===== config.mk =====
export PLATFORM = sky130hd
export DESIGN_NAME = idxblk_target
export DESIGN_NICKNAME = d
export VERILOG_FILES = /design/src/rtl/idxblk_pkg.sv /design/src/rtl/idxblk_sync.sv /design/src/rtl/idxblk_regfile.sv /design/src/rtl/idxblk_target.sv
export SDC_FILE = /design/constraint.sdc
export NUM_CORES = 1
export LEC_CHECK = 0
export BUFFER_PORTS_ARGS = -buffer_cell sky130_fd_sc_hd__buf_2
export CORE_ASPECT_RATIO = 0.75
export CORE_MARGIN = 5
export CORE_UTILIZATION = 40
export CTS_CLUSTER_SIZE = 24
export DETAILED_ROUTE_END_ITERATION = 7
export HOLD_SLACK_MARGIN = 0.1
export PLACE_DENSITY_LB_ADDON = 0.1
export SLEW_MARGIN = 30
export SYNTH_ARGS = -nofsm -noshare
export SYNTH_HDL_FRONTEND = slang
export SYNTH_SLANG_ARGS = --single-unit

===== constraint.sdc =====
create_clock -name clk -period 3.8 [get_ports clk]
set_clock_uncertainty 0.05 [all_clocks]
set_input_delay 0.57 -clock clk [delete_from_list [all_inputs] [get_ports clk]]
set_output_delay 0.57 -clock clk [all_outputs]
set_load 0.05 [all_outputs]

===== src/rtl/idxblk_pkg.sv =====
package idxblk_pkg;
  localparam int REG_COUNT = 8;
  localparam int IDX_W     = $clog2(REG_COUNT);
  localparam int IDX_MODE  = 0;
  localparam int IDX_OE    = 1;
  localparam int IDX_STOP  = 2;
  localparam int IDX_ID    = 4;
  localparam int IDX_CNT   = 6;

  typedef enum logic [2:0] {
    ST_IDLE, ST_ADDR, ST_IDX, ST_CNT, ST_WDAT, ST_RTX
  } fsm_e;

  // Bits that a host write may change, per register index.
  function automatic logic [7:0] wmask(int i);
    case (i)
      0:          return 8'hC7;
      1, 2, 5, 6: return 8'hFF;
      default:    return 8'h00;
    endcase
  endfunction

  function automatic logic [7:0] rstval(int i);
    case (i)
      0:       return 8'h07;
      1:       return 8'hFF;
      5:       return 8'h83;
      6:       return 8'h07;
      default: return 8'h00;
    endcase
  endfunction
endpackage


===== src/rtl/idxblk_sync.sv =====
module idxblk_sync #(
  parameter int STAGES = 2
) (
  input  logic clk,
  input  logic rst_n_a,
  output logic rst_n,
  input  logic scl_i,
  input  logic sda_i,
  output logic scl_s,
  output logic sda_s,
  output logic scl_q,
  output logic sda_q
);
  localparam int LINES = 2;

  logic [STAGES-1:0] rs_q;
  always_ff @(posedge clk or negedge rst_n_a) begin
    if (!rst_n_a) rs_q <= '0;
    else          rs_q <= {rs_q[STAGES-2:0], 1'b1};
  end
  assign rst_n = rs_q[STAGES-1];

  logic [LINES-1:0] raw, syn, dly;
  assign raw = {sda_i, scl_i};

  for (genvar l = 0; l < LINES; l++) begin : g_line
    logic [STAGES-1:0] chain;
    always_ff @(posedge clk or negedge rst_n) begin
      if (!rst_n) begin
        chain <= '1;
        dly[l] <= 1'b1;
      end else begin
        chain  <= {chain[STAGES-2:0], raw[l]};
        dly[l] <= chain[STAGES-1];
      end
    end
    assign syn[l] = chain[STAGES-1];
  end

  assign scl_s = syn[0];
  assign sda_s = syn[1];
  assign scl_q = dly[0];
  assign sda_q = dly[1];
endmodule


===== src/rtl/idxblk_regfile.sv =====
module idxblk_regfile
  import idxblk_pkg::*;
#(
  parameter logic [3:0] REV_ID = 4'h2
) (
  input  logic             clk,
  input  logic             rst_n,
  input  logic             wr_en,
  input  logic [IDX_W-1:0] wr_idx,
  input  logic [7:0]       wr_data,
  input  logic [IDX_W-1:0] rd_idx,
  output logic [7:0]       rd_data,
  output logic [7:0]       mode_o,
  output logic [7:0]       oe_o,
  output logic [7:0]       stop_o,
  output logic [7:0]       count_o
);
  logic [REG_COUNT-1:0][7:0] q;

  for (genvar g = 0; g < REG_COUNT; g++) begin : g_reg
    localparam logic [7:0] MSK = wmask(g);
    localparam logic [7:0] RST = rstval(g);
    localparam logic [7:0] FIX = (g == IDX_ID) ? {REV_ID, 4'h1} : 8'h00;
    if (MSK != 8'h00) begin : g_ff
      logic       en;
      logic [7:0] q_r;
      assign en = wr_en && (wr_idx == IDX_W'(g));
      always_ff @(posedge clk or negedge rst_n) begin
        if (!rst_n)  q_r <= RST & MSK;
        else if (en) q_r <= wr_data & MSK;
      end
      assign q[g] = q_r | (FIX & ~MSK);
    end else begin : g_fix
      assign q[g] = FIX;
    end
  end

  assign rd_data = q[rd_idx];
  assign mode_o  = q[IDX_MODE];
  assign oe_o    = q[IDX_OE];
  assign stop_o  = q[IDX_STOP];
  assign count_o = q[IDX_CNT];
endmodule


===== src/rtl/idxblk_target.sv =====
module idxblk_target
  import idxblk_pkg::*;
#(
  parameter logic [7:0] WR_ADDR     = 8'hDC,
  parameter logic [7:0] RD_ADDR     = WR_ADDR | 8'h01,
  parameter logic [3:0] REV_ID      = 4'h2,
  parameter int         SYNC_STAGES = 2
) (
  input  logic       clk,
  input  logic       rst_n,
  input  logic       scl_i,
  input  logic       sda_i,
  output logic       sda_oe,
  output logic [7:0] mode_o,
  output logic [7:0] oe_o,
  output logic [7:0] stop_o
);
  localparam logic [3:0] ACK_SLOT = 4'd8;
  localparam logic [3:0] ACK_END  = 4'd9;

  logic rst_s, scl_s, sda_s, scl_q, sda_q;
  logic scl_rise, scl_fall, start_det, stop_det;

  idxblk_sync #(.STAGES(SYNC_STAGES)) u_sync (
    .clk(clk), .rst_n_a(rst_n), .rst_n(rst_s),
    .scl_i(scl_i), .sda_i(sda_i),
    .scl_s(scl_s), .sda_s(sda_s), .scl_q(scl_q), .sda_q(sda_q)
  );

  assign scl_rise  = scl_s & ~scl_q;
  assign scl_fall  = ~scl_s & scl_q;
  assign start_det = scl_s & scl_q & sda_q & ~sda_s;
  assign stop_det  = scl_s & scl_q & ~sda_q & sda_s;

  fsm_e             st, st_n;
  logic [3:0]       cnt, cnt_n;
  logic [7:0]       sh, sh_n, tx, tx_n, left, left_n, nxt;
  logic [IDX_W-1:0] idx, idx_n;
  logic             oe_n, ack_ok, wr_en;
  logic [7:0]       rd_data, count;

  idxblk_regfile #(.REV_ID(REV_ID)) u_regs (
    .clk(clk), .rst_n(rst_s),
    .wr_en(wr_en), .wr_idx(idx), .wr_data(sh),
    .rd_idx(idx), .rd_data(rd_data),
    .mode_o(mode_o), .oe_o(oe_o), .stop_o(stop_o), .count_o(count)
  );

  always_comb begin
    case (st)
      ST_ADDR:        ack_ok = (sh == WR_ADDR) || (sh == RD_ADDR);
      ST_IDX, ST_CNT: ack_ok = 1'b1;
      ST_WDAT:        ack_ok = (left != 8'd0);
      default:        ack_ok = 1'b0;
    endcase
  end

  // Next-state logic
  always_comb begin
    st_n = st; cnt_n = cnt; sh_n = sh; tx_n = tx;
    left_n = left; idx_n = idx; oe_n = sda_oe; wr_en = 1'b0;
    nxt = (left != 8'd0) ? rd_data : 8'hFF;
    if (stop_det) begin
      st_n = ST_IDLE; cnt_n = '0; oe_n = 1'b0;
    end else if (start_det) begin
      st_n = ST_ADDR; cnt_n = '0; oe_n = 1'b0;
    end else if (st == ST_RTX) begin
      if (scl_rise) begin
        if (cnt < ACK_SLOT)       cnt_n = cnt + 4'd1;
        else if (cnt == ACK_SLOT) begin
          if (sda_s) st_n = ST_IDLE;   // host NACK ends the read
          else       cnt_n = ACK_END;
        end
      end else if (scl_fall) begin
        if (cnt >= 4'd1 && cnt < ACK_SLOT) begin
          tx_n = {tx[6:0], 1'b1};
          oe_n = ~tx[6];
        end else if (cnt == ACK_SLOT) begin
          oe_n = 1'b0;
        end else if (cnt == ACK_END) begin
          tx_n  = nxt;
          oe_n  = ~nxt[7];
          cnt_n = '0;
          if (left != 8'd0) begin
            idx_n  = idx + IDX_W'(1);
            left_n = left - 8'd1;
          end
        end
      end
    end else if (st != ST_IDLE) begin
      if (scl_rise && cnt < ACK_SLOT) begin
        sh_n  = {sh[6:0], sda_s};
        cnt_n = cnt + 4'd1;
      end else if (scl_fall && cnt == ACK_SLOT) begin
        cnt_n = ACK_END;
        oe_n  = ack_ok;
        if (st == ST_WDAT && ack_ok) begin
          wr_en  = 1'b1;
          idx_n  = idx + IDX_W'(1);
          left_n = left - 8'd1;
        end
      end else if (scl_fall && cnt == ACK_END) begin
        cnt_n = '0;
        oe_n  = 1'b0;
        case (st)
          ST_ADDR: begin
            if (sh == WR_ADDR) st_n = ST_IDX;
            else if (sh == RD_ADDR) begin
              st_n   = ST_RTX;
              tx_n   = count;
              left_n = count;
              oe_n   = ~count[7];
            end else st_n = ST_IDLE;
          end
          ST_IDX: begin
            idx_n = sh[IDX_W-1:0];
            st_n  = ST_CNT;
          end
          ST_CNT: begin
            left_n = sh;
            st_n   = ST_WDAT;
          end
          default: ;
        endcase
      end
    end
  end

  // State registers
  always_ff @(posedge clk or negedge rst_s) begin
    if (!rst_s) begin
      st <= ST_IDLE; cnt <= '0; sh <= '0; tx <= '1;
      left <= '0; idx <= '0; sda_oe <= 1'b0;
    end else begin
      st <= st_n; cnt <= cnt_n; sh <= sh_n; tx <= tx_n;
      left <= left_n; idx <= idx_n; sda_oe <= oe_n;
    end
  end
endmodule


==> qor.yml <==
status: "complete, no violations"
irDropWorstVdd_v: 0.000237
slew-limit-headroom_pct: 54.2
dp_hpwl_um: 8310
path_class: "reg -> reg"
cp.arrival_ps: 3020
synthMuxAreaShare_pct: 15.2
finalSetupViolCount: 0
layout.nets: 473
cts_buffers: 9
cts_max_path_buffers: 2
yosys_warnings: 0
root_buffer: "clkbuf_16"
cpMaxStageDelayCell: "nor4_4"
synth_top_family_by_area: "compound AO/OA/AOI/OAI gates"
clock_latency_ps: 340
cap_violations: 0
drtAntennaViolNets: 0
cts.sinks: 79
path_delay_family: "simple AND/OR/NAND/NOR gates"
cp_num_buf_inv: 1
start_util_pct: 40.9
rrSetupSlack_ps: 960
die_area_um2: 13400
ys_ff_latch: 79
fin_setup_tns_ps: 0
synthSimpleGateAreaFrac_pct: 14.3
syn-instance-count: 432
cts_tree: "built"
row_count: 33
syn_area_um2: 4470
drt-met1-wl_um: 6350
htree_levels: 3
r2r_cells: 7
first_global_vias: 3404
grt_pass1_wl_um: 19100
antenna_found_initial: 0
syn2layout_area_growth_pct: 13.1
synth_fa_ha_area_share_pct: 3.64
synth_top_area_share_pct: 27.4
finalCriticalPeriod_ps: 2840
required_ps: 3980
grt_max_degree: 47
drive_gt1_share_pct: 31.9
post-place-ws_ps: 995
vias: 3482
core_region_area_um2: 10900
p_per_area_nw_per_um2: 552
wl_um: 11900
clock.fmax_mhz: 352
hold_path_class: "in -> reg"
drtIter0Drc: 291
startpoint_type: "flop"
syn_area_per_cell_um2: 10.4
synth_edf_count: 0
synth-xor-area-share_pct: 0.196
grt_use_total_pct: 18.1
critPathMaxFanout: 13
post_cts_buffers: 0
rr_startpoint: "cnt[0]"
yosysTopAreaCell: "dfrtp_1"
wl_per_cell_um: 19.7
rsz0062_at_grt: "false"
reg2reg_to: "left[3]"
remaining_drc_errors: 0
synth_cell_types: 64
critPathLaunch: "cnt[0]"
wl_met2_um: 4730
slowest_delay_ps: 660
final.period_utilization_pct: 74.8
gp_congestion: 0.864
wl_met3_um: 663
hold_violations: 0
worstSetupEndpointType: "flop"
mostFrequentLayoutCell: "mux2_2"
cts.reportedPaths.clkPinSlew_ps: 60
synthTopCellsByArea: "dfrtp_1, dfstp_2, mux2_2"
vias_per_cell: 5.79
path_cells: "inv_1, ha_1, nand4b_1, a41o_1, nor4_4, o21ai_1, a22o_1"
gr-total-overflow: 0
worst_slack_ps: 959
p_leak_nw: 2.27
mostFrequentLayoutCells: "mux2_2, dfrtp_1, nand2_1, o21ai_0, dfstp_2"
ys.flop_type: "dfrtp_1"
fp.dieW_um: 132
antenna_cells: 0
slew_viol_final: 0
die_y_um: 102
async_reset_ff_share_pct: 100
ys_seq_area_share_pct: 45.0
io_pins: 29
routed.top_layer: "met4"
cp.depth: 7
firstDrtPassIters: 4
port_buffers: 25
synth-compound-area-share_pct: 17.6
setup.worst_path.end: "left[3]"
worst_pin_slew_ps: 682
==> per-layer routing <==
layer	vias up	global-route usage (%)
li1	1636	-
met1	1736	29.0
met2	96	24.5
met3	14	3.87
met4	0	4.35
met5	-	0
==> metrics by stage <==
step                utilization (%)  std cells  power, mW  hold slack (ps)  cell area [um^2]
floorplan                         -        434       1.65              224              4480
finish                         46.2        601       2.80              278              5060
CTS                            46.2        601       2.81              265              5060
global route                   46.2        601       2.96              269              5060
detailed placement             43.4        584       1.90              290              4750
global placement               43.2        583       1.91              289              4730
==> kinds of logic (layout without fill, tap and decap cells) <==
group | Yosys count | count (layout)
adders and majority gates | 13 | 13
xor gates and xnor gates | 1 | 1
muxes | 61 | 61
other | 2 | 4
AOI/OAI and AO/OA | 117 | 117
DFF | 79 | 79
and+or+nand+nor | 120 | 120
buffers and inverters | 39 | 66
==> cell usage after synthesis, types with 4 or more instances <==
master    number
ha_1          13
nor3_1         5
inv_1         14
nor2b_1        8
nor2_1        22
mux2_2        54
dfrtp_1       49
clkbuf_1      14
o22ai_1       10
nand2b_1       6
a22o_1         5
a22oi_1        4
nand2_1       37
nand3_1       16
a221oi_1       5
mux2i_1        7
o21ai_0       37
a31oi_1        8
a21oi_1       15
dfstp_2       30
buf_2          6
==> where the power goes <==
part,switching [mW],internal (mW)
clock,0.373,0.514
sequential,0.202,0.923
combinational,0.489,0.294
==> cell type report <==
cell class,count,area (um^2)
clock buffers,10,229
clock inverters,6,71.3
fillers,1019,5880
inverters,15,56.3
multi-input cells,316,2290
flip-flops and latches,79,2020
well taps,140,175
repair buffers,35,215
==> registers in the layout, indices dropped and copies added, names as in the netlist, 2 cells and up <==
signal               cells
st                       3
u_sync.rs_q              2
cnt                      4
sh                       8
tx                       7
u_regs.count_o           8
idx                      3
u_regs.g.g_ff.q_r        8
u_regs.oe_o              8
u_sync.g_line.chain      4
u_regs.mode_o            5
left                     8
u_regs.stop_o            8
==> how the worst min path moves through the flow <==
stage / cells after the start / to / from
detailed placement: 0 / u_sync.rs_q[1] / u_sync.rs_q[0]
global route: 1 / u_sync.g_line[0].chain[0] / scl_i
finish: 1 / u_sync.g_line[0].chain[0] / scl_i
floorplan: 0 / u_sync.rs_q[0] / rst_n
CTS: 1 / u_sync.g_line[1].chain[0] / sda_i
global placement: 0 / u_sync.rs_q[1] / u_sync.rs_q[0]
==> repair_timing <==
item,4_1_cts,5_1_grt
endpoints found under the hold margin,2,0
gates resized for setup,0,0
hold buffers,1,0
Power figures use the tool's default switching activity.
